$ cat src/rtl/tsync_pkg.sv
package tsync_pkg;

    typedef enum logic {
        SRC_INTERNAL = 1'b0,
        SRC_LINK     = 1'b1
    } src_e;

    // Remote sync takes over only when both configuration conditions hold.
    function automatic logic remote_owns_sync(input logic fmt_remote, input logic prop_bit0);
        return fmt_remote & prop_bit0;
    endfunction

endpackage

$ cat src/rtl/tsync_lock_qual.sv
module tsync_lock_qual #(
    parameter int LOCK_CYCLES = 256
) (
    input  logic clk,
    input  logic rst_n,
    input  logic lock_i,
    output logic qual_o
);
    localparam int CW = $clog2(LOCK_CYCLES + 1);

    typedef struct packed {
        logic [CW-1:0] cnt;
        logic          ok;
    } st_t;

    st_t st_d, st_q;

    always_comb begin
        st_d = st_q;
        if (!lock_i) begin
            st_d.cnt = '0;
            st_d.ok  = 1'b0;
        end else if (st_q.cnt == CW'(LOCK_CYCLES - 1)) begin
            st_d.ok = 1'b1;
        end else begin
            st_d.cnt = st_q.cnt + 1'b1;
        end
    end

    always_ff @(posedge clk) begin
        if (!rst_n) st_q <= '0;
        else        st_q <= st_d;
    end

    assign qual_o = st_q.ok;

    // a missing lock restarts qualification
    p_lock_restart_r3: assert property (@(posedge clk) disable iff (!rst_n)
        !lock_i |=> (!st_q.ok && st_q.cnt == '0));

    // qualification only completes at the end of the window
    p_qual_window_r2: assert property (@(posedge clk) disable iff (!rst_n)
        $rose(st_q.ok) |-> ($past(st_q.cnt) == CW'(LOCK_CYCLES - 1)));

endmodule

$ cat src/rtl/tsync_src_sel.sv
module tsync_src_sel
    import tsync_pkg::*;
(
    input  logic clk,
    input  logic rst_n,
    input  logic sel_i,
    input  logic lock_i,
    input  logic qual_i,
    input  logic fb_clr_i,
    output src_e src_o,
    output logic fallback_o
);
    typedef struct packed {
        src_e src;
        logic fb;
    } st_t;

    st_t st_d, st_q;

    always_comb begin
        st_d = st_q;
        st_d.src = (sel_i && lock_i && qual_i) ? SRC_LINK : SRC_INTERNAL;
        if (st_q.src == SRC_LINK && !lock_i) st_d.fb = 1'b1;
        else if (fb_clr_i)                   st_d.fb = 1'b0;
    end

    always_ff @(posedge clk) begin
        if (!rst_n) begin
            st_q.src <= SRC_INTERNAL;
            st_q.fb  <= 1'b0;
        end else begin
            st_q <= st_d;
        end
    end

    assign src_o      = st_q.src;
    assign fallback_o = st_q.fb;

    p_no_link_without_lock_r3: assert property (@(posedge clk) disable iff (!rst_n)
        !lock_i |=> (st_q.src == SRC_INTERNAL));

    p_sel_off_internal_r4: assert property (@(posedge clk) disable iff (!rst_n)
        !sel_i |=> (st_q.src == SRC_INTERNAL));

    p_fallback_sticky_r5: assert property (@(posedge clk) disable iff (!rst_n)
        (st_q.fb && !fb_clr_i) |=> st_q.fb);

    p_fallback_on_loss_r5: assert property (@(posedge clk) disable iff (!rst_n)
        (st_q.src == SRC_LINK && !lock_i) |=> st_q.fb);

endmodule

$ cat src/rtl/tsync_sync_arb.sv
module tsync_sync_arb
    import tsync_pkg::*;
(
    input  logic clk,
    input  logic rst_n,
    input  logic fmt_remote_i,
    input  logic prop_bit0_i,
    input  logic local_i,
    input  logic remote_i,
    output logic pulse_o
);
    typedef struct packed {
        logic loc_prev;
        logic rem_prev;
        logic pulse;
    } st_t;

    st_t  st_d, st_q;
    logic remote_mode;
    logic loc_rise, rem_rise;

    always_comb begin
        remote_mode   = remote_owns_sync(fmt_remote_i, prop_bit0_i);
        loc_rise      = local_i  & ~st_q.loc_prev;
        rem_rise      = remote_i & ~st_q.rem_prev;
        st_d.loc_prev = local_i;
        st_d.rem_prev = remote_i;
        st_d.pulse    = remote_mode ? rem_rise : loc_rise;
    end

    always_ff @(posedge clk) begin
        if (!rst_n) st_q <= '0;
        else        st_q <= st_d;
    end

    assign pulse_o = st_q.pulse;

    // under remote ownership, local requests never produce a pulse
    p_local_blocked_r6: assert property (@(posedge clk) disable iff (!rst_n)
        (fmt_remote_i && prop_bit0_i && !remote_i) |=> !st_q.pulse);

    // otherwise the remote command is ignored
    p_remote_ignored_r7: assert property (@(posedge clk) disable iff (!rst_n)
        (!(fmt_remote_i && prop_bit0_i) && !local_i) |=> !st_q.pulse);

endmodule

$ cat src/rtl/tsync_ts_counter.sv
module tsync_ts_counter #(
    parameter int TS_W = 48
) (
    input  logic            clk,
    input  logic            rst_n,
    input  logic            clear_i,
    output logic [TS_W-1:0] ts_o
);
    logic [TS_W-1:0] ts_d, ts_q;

    always_comb begin
        ts_d = clear_i ? '0 : ts_q + 1'b1;
    end

    always_ff @(posedge clk) begin
        if (!rst_n) ts_q <= '0;
        else        ts_q <= ts_d;
    end

    assign ts_o = ts_q;

    p_clear_to_zero_r9: assert property (@(posedge clk) disable iff (!rst_n)
        clear_i |=> (ts_q == '0));

    p_count_step_r1: assert property (@(posedge clk) disable iff (!rst_n)
        !clear_i |=> (ts_q == TS_W'($past(ts_q) + 1'b1)));

endmodule

$ cat src/rtl/tsync_arbiter.sv
module tsync_arbiter
    import tsync_pkg::*;
#(
    parameter int LOCK_CYCLES = 256,
    parameter int TS_W        = 48
) (
    input  logic            clk,
    input  logic            rst_n,
    input  logic            sel_link_i,
    input  logic            link_lock_i,
    input  logic            link_fmt_remote_i,
    input  logic            prop_l_bit0_i,
    input  logic            local_sync_i,
    input  logic            remote_sync_i,
    input  logic            fallback_clr_i,
    output logic            use_link_o,
    output logic            fallback_o,
    output logic            sync_pulse_o,
    output logic [TS_W-1:0] timestamp_o
);
    logic lock_ok;
    src_e src;
    logic sync_pulse;

    tsync_lock_qual #(.LOCK_CYCLES(LOCK_CYCLES)) u_qual (
        .clk    (clk),
        .rst_n  (rst_n),
        .lock_i (link_lock_i),
        .qual_o (lock_ok)
    );

    tsync_src_sel u_sel (
        .clk        (clk),
        .rst_n      (rst_n),
        .sel_i      (sel_link_i),
        .lock_i     (link_lock_i),
        .qual_i     (lock_ok),
        .fb_clr_i   (fallback_clr_i),
        .src_o      (src),
        .fallback_o (fallback_o)
    );

    tsync_sync_arb u_arb (
        .clk          (clk),
        .rst_n        (rst_n),
        .fmt_remote_i (link_fmt_remote_i),
        .prop_bit0_i  (prop_l_bit0_i),
        .local_i      (local_sync_i),
        .remote_i     (remote_sync_i),
        .pulse_o      (sync_pulse)
    );

    tsync_ts_counter #(.TS_W(TS_W)) u_ts (
        .clk     (clk),
        .rst_n   (rst_n),
        .clear_i (sync_pulse),
        .ts_o    (timestamp_o)
    );

    assign use_link_o   = (src == SRC_LINK);
    assign sync_pulse_o = sync_pulse;

    // the link source is only ever entered with lock present
    p_enter_link_locked_r2: assert property (@(posedge clk) disable iff (!rst_n)
        $rose(use_link_o) |-> $past(link_lock_i) && $past(sel_link_i));

endmodule

$ cat config.mk
export PLATFORM = sky130hd
export DESIGN_NAME = tsync_arbiter
export DESIGN_NICKNAME = d
export VERILOG_FILES = /design/src/rtl/tsync_pkg.sv /design/src/rtl/tsync_lock_qual.sv /design/src/rtl/tsync_src_sel.sv /design/src/rtl/tsync_sync_arb.sv /design/src/rtl/tsync_ts_counter.sv /design/src/rtl/tsync_arbiter.sv
export SDC_FILE = /design/constraint.sdc
export NUM_CORES = 1
export LEC_CHECK = 0
export BUFFER_PORTS_ARGS = -buffer_cell sky130_fd_sc_hd__clkbuf_2
export CAP_MARGIN = 15
export CORE_MARGIN = 2
export CORE_UTILIZATION = 35
export DETAILED_ROUTE_END_ITERATION = 8
export PLACE_DENSITY = 0.55
export SYNTH_ARGS = -nofsm -noshare
export SYNTH_HDL_FRONTEND = slang
export SYNTH_SLANG_ARGS = --single-unit
$ cat constraint.sdc
create_clock -name clk -period 2.7 [get_ports clk]
set_input_delay 0.54 -clock clk [delete_from_list [all_inputs] [get_ports clk]]
set_output_delay 0.54 -clock clk [all_outputs]
set_load 0.02 [all_outputs]
==> flow_summary.json, run 1 <==
{
  "grt_pass1_wl_mm": 11.0,
  "period_share": 0.786,
  "ys_types": 40,
  "required_ns": 2.94,
  "crit_chain": "ha_1 -> and4_1 -> nand4_1 -> buf_4 -> or4_1 -> xor2_1 -> nor2_1",
  "syn_nets": 344,
  "io_pins": 60,
  "fillers": 857,
  "clkSinkCount": 63,
  "max_freq_ghz": 0.471,
  "dieArea_um2": 9300,
  "worst_setup_path_start_kind": "register",
  "syn_to_final_growth_pct": 19.4,
  "endpoint_kind": "register",
  "via_per_inst": 5.05,
  "gp_congestion": 0.845,
  "cts_buffers": 9,
  "whs_path_depth": 3,
  "wire_per_inst_um": 13.4,
  "layout.cells.non_filler": 502,
  "dieWidth_um": 96.4,
  "crit_type": "register to register",
  "post_cts_resize_count": 0,
  "power_per_cell_area_nw_per_um2": 491,
  "grt_usage": 0.156,
  "internal_power_w": 0.00133,
  "cts_tree": "done",
  "layout_min_cycle_time_ns": 2.12,
  "yosysSeqAreaShare": 0.422,
  "placeableCoreArea_um2": 8260,
  "cts.hold.buffers_added": 0,
  "post-cts-setup-buffer-count": 0,
  "p_leak_nw": 1.34,
  "grt_overflow": 0,
  "yosysWarnings": 0,
  "netlist_instances": 332,
  "grt_max_degree": 33,
  "final_common_cell": "dfxtp_1",
  "switchingPower_w": 0.000421,
  "path_max_fanout": 9,
  "maxSlewHeadroom": 0.566,
  "reg2reg_slack_ns": 0.58,
  "clock_latency_ns": 0.34,
  "pwr-share-comb": 0.030,
  "antenna_found_initial": 0,
  "rows": 33,
  "critPathArrivalTime_ns": 2.36,
  "die_h_um": 96.4,
  "report.final.hold_viol_count": 0,
  "cts.clk_slew.worst_paths_ns": 0.07,
  "clk_path_buf_depth": 2,
  "fin_skew_ns": 0.00856,
  "drive_gt1_frac": 0.254,
  "numPortBuffers": 59,
  "vias": 2534,
  "dp_hpwl_mm": 4.85,
  "n_antenna_cell": 0,
  "slowest_delay_ns": 0.41,
  "fin_setup_tns_ns": 0,
  "rsz0062_at_grt": "no",
  "layout.nets": 404,
  "firstDrtPassIters": 4,
  "min_path_type": "input pin to register",
  "syn_area_per_cell_um2": 9.00,
  "cap_violations": 0,
  "layout_common_cells": "dfxtp_1 (63), clkbuf_2 (59), nor2_1 (56)",
  "place_inst": 486,
  "ff2ff_path_depth": 7,
  "htreeDepth": 3,
  "yosys_register_bits": 63,
  "seqPwrFrac": 0.537,
  "power_w": 0.00175,
  "ant_nets": 0,
  "pwr-share-clk": 0.433,
  "drt_iter0_markers": 83,
  "initial_core_util": 0.362,
  "tightest_slew_ns": 0.651,
  "switching_share": 0.240,
  "first_global_vias": 2283,
  "postRouteWirelength_mm": 6.71,
  "ir_drop_v": 0.000203,
  "setup_viol": 0,
  "drc": 0,
  "slew_viol_final": 0,
  "outcome": "finished clean",
  "clock-root-buffer": "clkbuf_8",
  "critPathSlowestCell": "or4_1",
  "synth_area_um2": 2990
}
-- cell usage after synthesis (all sizes together) --
master	count	area, um2
o21a	1	7.51
o31ai	3	22.5
nor3	7	35.0
nand3	21	105
or2	2	12.5
nor2b	1	6.26
ha	3	37.5
xnor2	27	236
nor4	15	174
clkbuf	10	37.5
nor4b	4	65.1
o21ba	1	10.0
a21oi	8	40.0
inv	9	33.8
nand4	15	115
mux2i	1	10.0
nor2	56	210
o22ai	1	6.26
nand2	19	71.3
and3	7	43.8
nand2b	1	6.26
and4	7	61.3
or4	7	60.1
and2	6	37.5
buf	6	41.3
nand4b	2	17.5
or3	5	31.3
o21ai	4	20.0
nand3b	1	7.51
dfxtp	63	1260
a21boi	1	7.51
xor2	18	158
-- power groups by stage --
stage,clock network [W],registers (W),logic [W]
6_report,0.000759,0.000943,0.0000519
5_1_grt,0.000832,0.000943,0.0000589
4_1_cts,0.000788,0.000942,0.0000535
3_5_place_dp,0,0.000964,0.0000533
3_3_place_gp,0,0.000964,0.0000527
2_1_floorplan,0,0.000969,0.0000279
-- sequential cells by signal (all words and copies together), names as in the netlist --
register / count
u_sel.fallback_o: 1
u_arb.st_q: 2
u_ts.ts_o: 48
u_sel.src_o: 1
u_arb.pulse_o: 1
u_qual.qual_o: 1
u_qual.st_q: 9
-- path summary, 6_finish.rpt --
check | startpoint | endpoint
min | sel_link_i | u_sel.src_o
max | u_ts.ts_o[0] | u_ts.ts_o[22]
max reg2reg | u_ts.ts_o[0] | u_ts.ts_o[22]
min reg2reg | u_qual.qual_o | u_sel.src_o
-- worst max-delay path: cells and delay by family, from the launching register on --
family	cells	cell delay (ns)
xor gates and xnor gates	1	0.15
adders and majority gates	1	0.24
and+or+nand+nor	4	1.00
buffers and inverters	1	0.24
DFF	1	0.40
-- per-layer routing --
metal  up-vias  routed length, um  GRT usage
met2        44               3010      0.229
met5         -                  0          0
met1      1203               3300      0.213
met4         0                126     0.0775
li1       1277                  -          -
met3        10                275     0.0388
-- layout make-up --
cell class,count,area (um2),share of cell area
clock buffers,11,151,0.0424
clock inverters,5,32.5,0.00912
inverters,9,33.8,0.00947
multi-input cells,244,1620,0.453
flip-flops and latches,63,1260,0.353
well taps,105,131,0.0368
repair buffers,65,340,0.0954
-- through the flow --
step | util | setup WS (ns) | hold WS, ns | cell area, um2
after floorplan | - | 0.605 | 0.410 | 2990
after global placement | 0.410 | 0.674 | 0.415 | 3380
after detailed placement | 0.410 | 0.613 | 0.435 | 3380
after CTS | 0.432 | 0.583 | 0.378 | 3570
after global routing | 0.432 | 0.381 | 0.420 | 3570
final | 0.432 | 0.577 | 0.398 | 3570
-- cell families (layout without fill, tap and decap cells) --
family / count (synthesis) / count (layout) / share of synthesized area
and+or+nand+nor: 176 / 176 / 0.355
buffers and inverters: 25 / 90 / 0.0377
DFF: 63 / 63 / 0.422
xor gates and xnor gates: 45 / 45 / 0.132
AOI/OAI and AO/OA: 19 / 19 / 0.0381
adders and majority gates: 3 / 3 / 0.0126
muxes: 1 / 1 / 0.00335
(Power assumes the default switching activity.)
==> run 2: changes to the inputs <==
Clock period 2.7 ns to 2 ns, I/O delays scaled along.
==> flow_summary.json, run 2 (synthesis results as in run 1) <==
{
  "period_share": 0.962,
  "hold-path-endpoint": "u_sel.src_o",
  "min_from": "sel_link_i",
  "layout.nets": 426,
  "clkSinkCount": 63,
  "clk_path_buf_depth": 2,
  "tightest_slew_ns": 0.432,
  "cts.hold.buffers_added": 0,
  "min_path_type": "input pin to register",
  "first_global_vias": 2373,
  "grt_usage": 0.161,
  "endpoint_kind": "register",
  "outcome": "finished clean",
  "dieArea_um2": 9300,
  "numPortBuffers": 59,
  "grt_max_degree": 20,
  "path_max_fanout": 12,
  "slew_viol_final": 0,
  "reg2reg_slack_ns": 0.08,
  "r2r-start": "u_ts.ts_o[20]",
  "io_pins": 60,
  "place_inst": 508,
  "vias": 2571,
  "post-cts-setup-buffer-count": 0,
  "cts.clk_slew.worst_paths_ns": 0.06,
  "layout.cells.non_filler": 523,
  "antenna_found_initial": 0,
  "max_freq_ghz": 0.520,
  "n_antenna_cell": 0,
  "post-route-util": 0.455,
  "cap_violations": 0,
  "rows": 33,
  "critPathArrivalTime_ns": 2.15,
  "cts_buffers": 9,
  "fillers": 831,
  "grt_pass1_wl_mm": 11.4,
  "crit_chain": "nand4_4 -> or4_4 -> nor4_2 -> xnor2_1 -> nor2_1",
  "postRouteWirelength_mm": 6.88,
  "crit_type": "register to register",
  "power_per_cell_area_nw_per_um2": 626,
  "rsz0062_at_grt": "yes",
  "worst_setup_path_start_kind": "register",
  "ff2ff_path_depth": 5,
  "clock-root-buffer": "clkbuf_8",
  "dp_hpwl_mm": 5.13,
  "slowest_delay_ns": 0.68,
  "whs_path_depth": 3,
  "via_per_inst": 4.92,
  "layout_min_cycle_time_ns": 1.92,
  "report.final.hold_viol_count": 0,
  "fin_skew_ns": 0.00574,
  "gp_congestion": 0.821,
  "syn_to_final_growth_pct": 25.6,
  "placeableCoreArea_um2": 8260,
  "drc": 0,
  "drt_iter0_markers": 108,
  "ir_drop_v": 0.000347,
  "largest_reg_flops": 48,
  "r2r_end": "u_ts.ts_o[45]",
  "p_leak_nw": 1.46,
  "critPathSlowestCell": "or4_4",
  "required_ns": 2.22,
  "dieWidth_um": 96.4,
  "drive_gt1_frac": 0.306,
  "layout_common_cells": "clkbuf_2 (59), dfxtp_1 (59), nor2_1 (56)",
  "cts_tree": "done",
  "htreeDepth": 3,
  "clock_latency_ns": 0.34,
  "die_h_um": 96.4,
  "wire_per_inst_um": 13.1,
  "firstDrtPassIters": 5,
  "initial_core_util": 0.362,
  "grt_overflow": 0,
  "maxSlewHeadroom": 0.708,
  "ant_nets": 0,
  "setup_viol": 0
}
[run 2: cell count changes in the layout (fill, tap and decap cells not counted), moves of 3 or more]
cell and change:
buf_4 +22, clkbuf_1 +3, clkinvlp_4 -3, dfxtp_1 -4, dfxtp_2 +4
[run 2: worst max-delay path: cells and delay by family, from the launching register on]
family | cells | cell delay (ns)
and+or+nand+nor | 4 | 1.24
xor gates and xnor gates | 1 | 0.15
DFF | 1 | 0.41
[run 2: worst max path at each step]
stage | startpoint | endpoint | slack [ns]
global placement | u_ts.ts_o[20] | u_ts.ts_o[31] | 0.09
finish | u_ts.ts_o[20] | u_ts.ts_o[45] | 0.08
CTS | u_ts.ts_o[20] | u_ts.ts_o[45] | 0.02
floorplan | u_ts.ts_o[3] | u_ts.ts_o[37] | 0.002
global route | u_ts.ts_o[20] | u_ts.ts_o[43] | -0.02
detailed placement | u_ts.ts_o[20] | u_ts.ts_o[45] | 0.04
[run 2: layer usage]
layer	track usage	share of wire
met4	0.0587	0.014
met1	0.215	0.48
met3	0.0543	0.044
met2	0.242	0.46
met5	0	0
[run 2: area by class of cell]
cell class,count,area (um2),area share
inverter,9,33.8,0.00900
timing repair buffer,87,505,0.135
sequential,63,1270,0.337
clock buffer,15,176,0.0470
tap,105,131,0.0350
multi-input combinational,244,1640,0.437
[run 2: repair_timing]
action / 4_1_cts / 5_1_grt
endpoints found under the hold margin: 0 / 0
endpoints found under the setup margin: 0 / 9
resized for setup: 0 / 6
[run 2: through the flow]
stage / TNS (ns) / hold WS [ns] / setup WS [ns] / total power, W / instance area, um2
after floorplan: 0 / 0.410 / 0.00215 / 0.00135 / 2990
after global placement: 0 / 0.416 / 0.0877 / 0.00138 / 3550
after detailed placement: 0 / 0.420 / 0.0375 / 0.00138 / 3550
after CTS: 0 / 0.245 / 0.0177 / 0.00239 / 3730
after global routing: -0.0959 / 0.284 / -0.0249 / 0.00245 / 3750
final: 0 / 0.261 / 0.0761 / 0.00235 / 3750
[run 2: report_power, final]
part | switching [W] | internal [W]
sequential | 0.00000825 | 0.00127
combinational | 0.0000484 | 0.0000250
clock | 0.000455 | 0.000547
total | 0.000511 | 0.00184
